[src/rtl/pw_mac_accum.sv]
// Bias-initialised multiply-accumulate with a new-point flag.
// Purpose: keeps the running dot product of one output channel.
// Assumes: the first valid cycle after reset or after a valid cycle with
// last_i high belongs to a new pixel; invalid cycles are ignored.
// sum_o is the value the accumulator takes at the coming edge, so the
// closing cycle's total can be saturated without an extra register.
module pw_mac_accum #(
    parameter int DATA_W    = 8,
    parameter int ACC_W     = 24,
    parameter int FRAC_BITS = 4
) (
    input  logic                     clk,
    input  logic                     rst_n,
    input  logic                     vld_i,
    input  logic                     last_i,
    input  logic signed [DATA_W-1:0] data_i,
    input  logic signed [DATA_W-1:0] wgt_i,
    input  logic signed [DATA_W-1:0] bias_i,
    output logic                     first_o,
    output logic signed [ACC_W-1:0]  sum_o
);
    localparam int PROD_W = 2 * DATA_W;

    logic                     first_q;
    logic signed [ACC_W-1:0]  acc_q;
    logic signed [PROD_W-1:0] prod;
    logic signed [ACC_W-1:0]  prod_ext;
    logic signed [ACC_W-1:0]  bias_ext;
    logic signed [ACC_W-1:0]  bias_al;
    logic signed [ACC_W-1:0]  base;

    // Product, sign extension, bias alignment and operand selection.
    always_comb begin
        prod     = data_i * wgt_i;
        prod_ext = {{(ACC_W-PROD_W){prod[PROD_W-1]}}, prod};
        bias_ext = {{(ACC_W-DATA_W){bias_i[DATA_W-1]}}, bias_i};
        bias_al  = bias_ext <<< FRAC_BITS;
        base     = first_q ? bias_al : acc_q;
        sum_o    = base + prod_ext;
    end

    // Accumulator and new-point flag, advanced only on valid cycles.
    always_ff @(posedge clk) begin
        if (!rst_n) begin
            first_q <= 1'b1;
            acc_q   <= '0;
        end else if (vld_i) begin
            acc_q   <= sum_o;
            first_q <= last_i;
        end
    end

    assign first_o = first_q;
endmodule

[src/rtl/pw_limit.sv]
// Saturating limit: arithmetic right shift by SHIFT, then clamp to the
// signed OUT_W range, or to [0, max] when RELU is set.
// Purely combinational; assumes IN_W > OUT_W + SHIFT.
module pw_limit #(
    parameter int IN_W  = 24,
    parameter int OUT_W = 8,
    parameter int SHIFT = 4,
    parameter int RELU  = 0
) (
    input  logic signed [IN_W-1:0]  val_i,
    output logic signed [OUT_W-1:0] val_o
);
    localparam logic signed [IN_W-1:0] HI = IN_W'((2 ** (OUT_W-1)) - 1);
    localparam logic signed [IN_W-1:0] LO = (RELU != 0) ? '0 : ~HI;

    logic signed [IN_W-1:0] scaled;

    // Shift to integer scale and pick the bound or the value itself.
    always_comb begin
        scaled = val_i >>> SHIFT;
        if (scaled > HI) begin
            val_o = HI[OUT_W-1:0];
        end else if (scaled < LO) begin
            val_o = LO[OUT_W-1:0];
        end else begin
            val_o = scaled[OUT_W-1:0];
        end
    end
endmodule

[src/rtl/pw_norm_stage.sv]
// Affine normalisation stage: y = limit(scale * x + offset << FRAC_BITS).
// Purpose: two-register back end of the channel unit.
// Assumes: cap_i is high on the edge where x_i's pixel is captured upstream,
// so the pair registered here lines up with x_i one edge later.
module pw_norm_stage #(
    parameter int DATA_W    = 8,
    parameter int ACC_W     = 24,
    parameter int FRAC_BITS = 4,
    parameter int RELU      = 0
) (
    input  logic                     clk,
    input  logic                     rst_n,
    input  logic                     cap_i,
    input  logic signed [DATA_W-1:0] scale_i,
    input  logic signed [DATA_W-1:0] offset_i,
    input  logic                     x_vld_i,
    input  logic signed [DATA_W-1:0] x_i,
    output logic                     y_vld_o,
    output logic signed [DATA_W-1:0] y_o
);
    localparam int PROD_W = 2 * DATA_W;

    logic signed [DATA_W-1:0] sc_q;
    logic signed [DATA_W-1:0] of_q;
    logic signed [PROD_W-1:0] mul;
    logic signed [ACC_W-1:0]  mul_ext;
    logic signed [ACC_W-1:0]  of_ext;
    logic signed [ACC_W-1:0]  aff;
    logic signed [ACC_W-1:0]  aff_q;
    logic                     aff_vld_q;
    logic signed [DATA_W-1:0] lim;
    logic signed [DATA_W-1:0] y_q;
    logic                     y_vld_q;

    // Delay the scale/offset pair by one edge to meet its pixel's value.
    always_ff @(posedge clk) begin
        if (!rst_n) begin
            sc_q <= '0;
            of_q <= '0;
        end else if (cap_i) begin
            sc_q <= scale_i;
            of_q <= offset_i;
        end
    end

    // Affine product with the offset aligned to the fixed-point format.
    always_comb begin
        mul     = x_i * sc_q;
        mul_ext = {{(ACC_W-PROD_W){mul[PROD_W-1]}}, mul};
        of_ext  = {{(ACC_W-DATA_W){of_q[DATA_W-1]}}, of_q};
        aff     = mul_ext + (of_ext <<< FRAC_BITS);
    end

    // Register the affine result of each arriving pixel.
    always_ff @(posedge clk) begin
        if (!rst_n) begin
            aff_q     <= '0;
            aff_vld_q <= 1'b0;
        end else begin
            aff_vld_q <= x_vld_i;
            if (x_vld_i) begin
                aff_q <= aff;
            end
        end
    end

    pw_limit #(
        .IN_W (ACC_W),
        .OUT_W(DATA_W),
        .SHIFT(FRAC_BITS),
        .RELU (RELU)
    ) u_lim2 (
        .val_i(aff_q),
        .val_o(lim)
    );

    // Output register: take the saturated value, hold it between strobes.
    always_ff @(posedge clk) begin
        if (!rst_n) begin
            y_q     <= '0;
            y_vld_q <= 1'b0;
        end else begin
            y_vld_q <= aff_vld_q;
            if (aff_vld_q) begin
                y_q <= lim;
            end
        end
    end

    assign y_o     = y_q;
    assign y_vld_o = y_vld_q;
endmodule

[src/rtl/pw_mac_unit.sv]
// Pointwise multiply-accumulate channel unit (top).
// Purpose: one output channel of a 1x1 convolution, with bias start,
// saturation, optional affine normalisation and optional rectification.
// Assumes: operands are signed; ACC_W is wide enough for the longest pixel;
// with NORM_EN the activation applies only after normalisation.
module pw_mac_unit #(
    parameter int DATA_W    = 8,
    parameter int ACC_W     = 24,
    parameter int FRAC_BITS = 4,
    parameter int NORM_EN   = 1,
    parameter int RELU_EN   = 0
) (
    input  logic              clk,
    input  logic              rst_n,
    input  logic              in_valid,
    input  logic              in_last,
    input  logic [DATA_W-1:0] in_data,
    input  logic [DATA_W-1:0] in_weight,
    input  logic [DATA_W-1:0] in_bias,
    input  logic [DATA_W-1:0] nrm_scale,
    input  logic [DATA_W-1:0] nrm_offset,
    output logic              out_valid,
    output logic [DATA_W-1:0] out_data
);
    localparam int FIRST_RELU = ((NORM_EN == 0) && (RELU_EN != 0)) ? 1 : 0;

    logic                     first_ch;
    logic                     close_px;
    logic signed [ACC_W-1:0]  sum;
    logic signed [DATA_W-1:0] lim1;
    logic signed [DATA_W-1:0] x1_q;
    logic                     x1_vld_q;

    assign close_px = in_valid & in_last;

    pw_mac_accum #(
        .DATA_W   (DATA_W),
        .ACC_W    (ACC_W),
        .FRAC_BITS(FRAC_BITS)
    ) u_acc (
        .clk    (clk),
        .rst_n  (rst_n),
        .vld_i  (in_valid),
        .last_i (in_last),
        .data_i ($signed(in_data)),
        .wgt_i  ($signed(in_weight)),
        .bias_i ($signed(in_bias)),
        .first_o(first_ch),
        .sum_o  (sum)
    );

    pw_limit #(
        .IN_W (ACC_W),
        .OUT_W(DATA_W),
        .SHIFT(FRAC_BITS),
        .RELU (FIRST_RELU)
    ) u_lim1 (
        .val_i(sum),
        .val_o(lim1)
    );

    // First result register: saturated pixel value and its strobe.
    always_ff @(posedge clk) begin
        if (!rst_n) begin
            x1_q     <= '0;
            x1_vld_q <= 1'b0;
        end else begin
            x1_vld_q <= close_px;
            if (close_px) begin
                x1_q <= lim1;
            end
        end
    end

    generate
        if (NORM_EN != 0) begin : g_norm
            logic signed [DATA_W-1:0] y;
            logic                     y_vld;

            pw_norm_stage #(
                .DATA_W   (DATA_W),
                .ACC_W    (ACC_W),
                .FRAC_BITS(FRAC_BITS),
                .RELU     (RELU_EN)
            ) u_norm (
                .clk     (clk),
                .rst_n   (rst_n),
                .cap_i   (close_px),
                .scale_i ($signed(nrm_scale)),
                .offset_i($signed(nrm_offset)),
                .x_vld_i (x1_vld_q),
                .x_i     (x1_q),
                .y_vld_o (y_vld),
                .y_o     (y)
            );

            assign out_valid = y_vld;
            assign out_data  = y;
        end else begin : g_plain
            assign out_valid = x1_vld_q;
            assign out_data  = x1_q;
        end
    endgenerate
endmodule

[config.mk]
export PLATFORM = sky130hd
export DESIGN_NAME = pw_mac_unit
export DESIGN_NICKNAME = d
export VERILOG_FILES = /design/src/rtl/pw_mac_accum.sv /design/src/rtl/pw_limit.sv /design/src/rtl/pw_norm_stage.sv /design/src/rtl/pw_mac_unit.sv
export SDC_FILE = /design/constraint.sdc
export NUM_CORES = 1
export LEC_CHECK = 0
export BUFFER_PORTS_ARGS = -buffer_cell sky130_fd_sc_hd__buf_2
export CAP_MARGIN = 20
export CORE_ASPECT_RATIO = 1.1
export CORE_MARGIN = 1
export CORE_UTILIZATION = 42
export CTS_BUF_LIST = sky130_fd_sc_hd__clkbuf_8
export CTS_CLUSTER_SIZE = 8
export DETAILED_ROUTE_END_ITERATION = 16
export SYNTH_ARGS = -nofsm -noshare
export SYNTH_HDL_FRONTEND = slang
export SYNTH_SLANG_ARGS = --single-unit
[constraint.sdc]
create_clock -name clk -period 5.77 [get_ports clk]
set_input_delay 0 -clock clk [delete_from_list [all_inputs] [get_ports clk]]
set_output_delay 0 -clock clk [all_outputs]
set_load 0.02 [all_outputs]
Yosys cells after proc, flatten, opt, wreduce, memory -nomap -nowiden
Index checks and enable logic that the tools add are counted.
Operators by class
  bitwise gates (word level): 1
  order comparisons: 4
  multipliers: 2
  multiplexer cells: 5
  $add $sub $neg: 2
Operators by type and width (count)
  $mul A8 B8 Y16: 2
  $mux W8: 4
  $add A24 B16 Y24: 1
  $mux W24: 1
  $gt A20 B8 Y1 const B: 1
  $lt A20 B8 Y1 const B: 1
  $add A16 B12 Y17: 1
  $gt A13 B8 Y1 const B: 1
  $lt A13 B8 Y1 const B: 1
  $and A1 B1 Y1: 1
Storage, ports and cells
  bits in registers: 77
  input port bits: 44
  word-level logic and storage cells: 24
  output and inout bits: 9

Longest topological paths before layout
  depth in word-level cells: 5
  mapped depth: 24
  mapped depth without buffers: 22

Cells and area by module
A second synthesis with hierarchy kept.
Unflattened totals
  cells, all modules: 1063
  area total of the unflattened synthesis: 10244.8 um2
By module, submodules not included
  pw_mac_accum: cells each 565, instances 1, sequential area each 500.5 um2, area each 5408.9 um2
  pw_norm_stage: cells each 426, instances 1, sequential area each 860.8 um2, area each 4204.0 um2
  pw_mac_unit: cells each 40, instances 1, sequential area each 180.2 um2, area each 389.1 um2
  pw_limit: cells each 16, instances 2, sequential area each 0.0 um2, area each 121.4 um2

Least setup slack after synthesis
No wires, ideal clock.
  path type: input port to flip-flop
  start point: in in_weight[1]
  end point: reg x1_q[2]
  setup time: 132 ps
  stages on the path: 21
  slack: 82 ps
  buffers on the path: 1
  data arrival time: 5555 ps
  required time: 5638 ps
  cell sequence: clkbuf_1 -> and2_1 -> inv_1 -> fa_1 -> inv_1 -> fa_1 -> fa_1 -> inv_1 -> fa_1 -> inv_1 -> ha_1 -> ha_1 -> a2111oi_2 -> o21a_1 -> or3_4 -> nand2_4 -> a41o_1 -> a2111oi_4 -> and3b_1 -> a41oi_4 -> o22ai_1
Between the ends
  cells in the longest elaborated chain, start to end: 5
  elaborated cells between the ends (all ways): 6
  classes of those cells: add/sub: 1; mul: 1; order compare: 2; mux: 2
Ends and longest elaborated chain
  from (decl): line pw_mac_unit.sv:18  | input logic [DATA_W-1:0] in_weight,
  $mul A8 B8 Y16 (*): line pw_mac_accum.sv:34  | prod = data_i * wgt_i;
  $add A24 B16 Y24 (*): line pw_mac_accum.sv:39  | sum_o = base + prod_ext;
  $lt A20 B8 Y1: line pw_limit.sv:23  | end else if (scaled < LO) begin
  $mux W8: line pw_limit.sv:23
  $mux W8 (*): line pw_limit.sv:21  | if (scaled > HI) begin
  to (signal assigned): line pw_mac_unit.sv:70  | x1_q <= lim1;
  to (decl): line pw_mac_unit.sv:31  | logic signed [DATA_W-1:0] x1_q;
Every way passes the cells marked *; elsewhere a longest branch is shown, timed or not.
A chain may end at the register's enable or synchronous reset.

Final worst setup path
  start point: reg u_acc.first_q (netlist: u_acc.first_o)
  end point: reg x1_q[2]
Between the ends
  cells in the longest elaborated chain, start to end: 5
  elaborated cells between the ends (all ways): 6
  classes of those cells: add/sub: 1; order compare: 2; mux: 3
Ends and longest elaborated chain
  from (decl): line pw_mac_accum.sv:24  | logic first_q;
  from (signal assigned): line pw_mac_accum.sv:49  | first_q <= last_i;
  $mux W24 (*): line pw_mac_accum.sv:38  | base = first_q ? bias_al : acc_q;
  $add A24 B16 Y24 (*): line pw_mac_accum.sv:39
  $lt A20 B8 Y1: line pw_limit.sv:23
  $mux W8: line pw_limit.sv:23
  $mux W8 (*): line pw_limit.sv:21
Marked as above.

==> impl_metrics.py <==
metrics = {
    "global_routing": {
        "grt_max_degree": 32,
        "grt_pass1_vias": 7617,
        "antenna_found_initial": 2,
        "grt_util_all_layers_pct": 20.2,
        "overflow": 0,
        "grt_pass1_wl_um": 38100,
    },
    "worst_setup_path": {
        "cp_data_arrival_time_ps": 5790,
        "crit_fanout": 7,
        "path_class": "flip-flop to flip-flop",
        "cp-end-kind": "flip-flop",
        "critPathLaunchType": "flip-flop",
        "required_ps": 6020,
        "r2r_slack_ps": 230,
    },
    "logic_synthesis": {
        "async_flop_share_pct": 0,
        "syn_avg_cell_area_um2": 9.35,
        "syn_nets": 1364,
        "yosysWarnings": 0,
        "synth-seq-cells": 73,
        "synth_top_area_share_pct": 34.1,
        "syn_area_um2": 9920,
        "synthFlopType": "dfxtp_1",
        "yosysSeqAreaShare_pct": 14.7,
        "synth_edf_count": 0,
        "synth.distinct_cells": 60,
        "yosysTopAreaCell": "fa_1",
        "synthCells": 1062,
        "synthTopCellsByArea": "fa_1, dfxtp_1, ha_1, inv_1, and2_1",
    },
    "placement": {
        "dp_slack_ps": -19.1,
        "place_area_um2": 10700,
        "place_hpwl_um": 18600,
        "io_buffers": 52,
        "gp_congestion": 0.843,
    },
    "clock_network": {
        "tritoncts": "yes",
        "cts_made_buffers": 9,
        "cts_root_buffer": "clkbuf_8",
        "clk_path_buf_depth": 2,
        "cts_max_level": 3,
        "clock_latency_ps": 370,
        "cts.sink_count": 73,
        "clkSlewWorstSetupHoldPaths_ps": 90,
    },
    "floorplan": {
        "die_w_um": 149,
        "ioPinCount": 53,
        "dieHeight_um": 163,
        "initial_core_util_pct": 43.1,
        "rows": 58,
        "die_area_um2": 24200,
        "core_um2": 23000,
    },
    "timing": {
        "tns_ps": 0,
        "drv_slew": 0,
        "max_slew_margin_pct": 35.4,
        "fin_crit_ps": 5540,
        "setup_slack_ps": 230,
        "worst_clock_skew_ps": 21.0,
        "hold_violations": 0,
        "max_freq_ghz": 0.181,
        "fin_crit_sh_pct": 96.0,
        "worst_pin_slew_ps": 967,
        "setup_viol": 0,
        "hold_slack_ps": 38.3,
    },
    "final_layout": {
        "drive_gt1_share_pct": 13.0,
        "syn_to_final_growth_pct": 13.8,
        "layout.nets": 1452,
        "design_area_um2": 11300,
    },
    "power_and_ir_drop": {
        "power.density_nw_per_um2": 619,
        "p_leak_nw": 5.54,
        "fin_total_pwr_mw": 7.00,
        "ir_drop_v": 0.000743,
    },
    "route": {
        "antenna_left": 0,
        "via_per_inst": 5.04,
        "wl_um": 22500,
        "drc": 0,
        "vias": 7340,
        "drt_iter0_drc": 332,
        "post_drt_wl_per_cell_um": 15.4,
        "first_pass_iters": 4,
    },
    "run_status": {
        "status": "finished clean",
    },
    "flow_run": {
        "maxCapViolations": 0,
    },
    "min_path": {
        "hp-class": "primary input to flip-flop",
    },
}
## cell usage in the layout (no fill, tap or decap), drive strengths merged, types with 3 or more instances in the layout
| cell type | count |
|---|---|
| a211oi | 7 |
| clkbuf | 10 |
| nand2b | 24 |
| and2 | 71 |
| o21bai | 3 |
| nand3b | 3 |
| fa | 169 |
| a21oi | 61 |
| dlygate4sd3 | 16 |
| nand3 | 9 |
| or2 | 5 |
| buf | 94 |
| inv | 179 |
| a21o | 6 |
| and3 | 9 |
| or3 | 3 |
| or4 | 4 |
| mux2i | 38 |
| ha | 89 |
| o211ai | 10 |
| xor2 | 6 |
| o22ai | 8 |
| o21ai | 25 |
| nand2 | 92 |
| xnor2 | 28 |
| nand4 | 5 |
| nor3 | 12 |
| nor4 | 3 |
| nor2b | 6 |
| nor2 | 52 |
| o21a | 5 |
| dfxtp | 73 |
## registers in the layout (all words and copies together), names as in the netlist
name	count
g_norm.u_norm.sc_q	8
g_norm.u_norm.of_q	8
x1_vld_q	1
x1_q	8
g_norm.u_norm.y_vld_o	1
g_norm.u_norm.aff_vld_q	1
g_norm.u_norm.aff_q	13
u_acc.acc_q	24
u_acc.first_o	1
g_norm.u_norm.y_o	8
## cell usage after synthesis, types with 9 or more instances
master    count
inv_1       177
fa_1        169
nand2_1      91
ha_1         89
dfxtp_1      73
and2_1       71
a21oi_1      61
nor2_1       52
mux2i_1      38
xnor2_1      28
clkbuf_1     25
nand2b_1     24
o21ai_0      21
nor3_1       12
o211ai_1     10
and3_1        9
nand3_1       9
## timing repair
item	in CTS	in global routing
resized for setup	4	31
pin swaps	0	6
setup buffers	0	2
hold endpoints to repair	16	0
hold buffers	16	0
setup endpoints to repair	7	9
## through the flow
step	utilization [%]	std cells
2_1_floorplan	-	1062
6_report	49.1	1457
5_1_grt	49.1	1457
3_3_place_gp	46.7	1421
4_1_cts	48.4	1453
3_5_place_dp	46.7	1421
## critical path: stages, from the launching register on
cell       delay [ps]
dfxtp_4           390
buf_4             180
mux2i_4           260
fa_1              430
inv_1              90
fa_1              430
fa_1              470
fa_1              490
ha_1              330
ha_1              260
a2111oi_2         380
o21a_1            220
or3_4             150
nand2_4            70
a41o_1            290
a2111oi_4         310
and3b_1           260
a41oi_4           270
o22ai_1           130
## final timing paths
check	startpoint	endpoint	depth (start not counted)
worst max-delay path	u_acc.first_o	x1_q[2]	18
worst min-delay path	rst_n	u_acc.first_o	2
worst max register to register	u_acc.first_o	x1_q[2]	18
worst min register to register	g_norm.u_norm.of_q[4]	g_norm.u_norm.of_q[4]	2
## cells by family (layout without fill, tap and decap cells)
kind of cell	count (synthesis)	after routing	share of synthesized area [%]
compound gates	145	145	9.53
xor+xnor	34	34	3.00
fa+ha+maj	258	258	45.3
buf+inv	211	304	8.02
flops	73	73	14.7
mux	39	39	3.95
other cells	0	2	0
simple gates	302	302	15.5
## power breakdown
group	internal [mW]	switching (mW)	leakage (nW)
Clock	0.217	0.226	0.101
Sequential	0.596	0.0869	0.598
Combinational	2.56	3.31	4.84
## layout make-up
cell class | count | area [um2]
clock inverters | 6 | 73.8
diodes | 2 | 5.00
inverters | 178 | 668
flip-flops and latches | 73 | 1470
fillers | 2185 | 11700
repair buffers | 110 | 752
multi-input cells | 778 | 7820
clock buffers | 10 | 138
well taps | 300 | 375
## routing by layer
| metal | routed length (um) | track usage, % | share of wire (%) | up-vias |
|---|---|---|---|---|
| li1 | - | - | - | 3578 |
| met1 | 10200 | 26.2 | 45 | 3618 |
| met2 | 11200 | 35.0 | 50 | 110 |
| met3 | 658 | 2.37 | 2.9 | 34 |
| met4 | 473 | 6.42 | 2.1 | 0 |
| met5 | 0 | 0 | 0 | - |
Power figures use the tool's default switching activity.
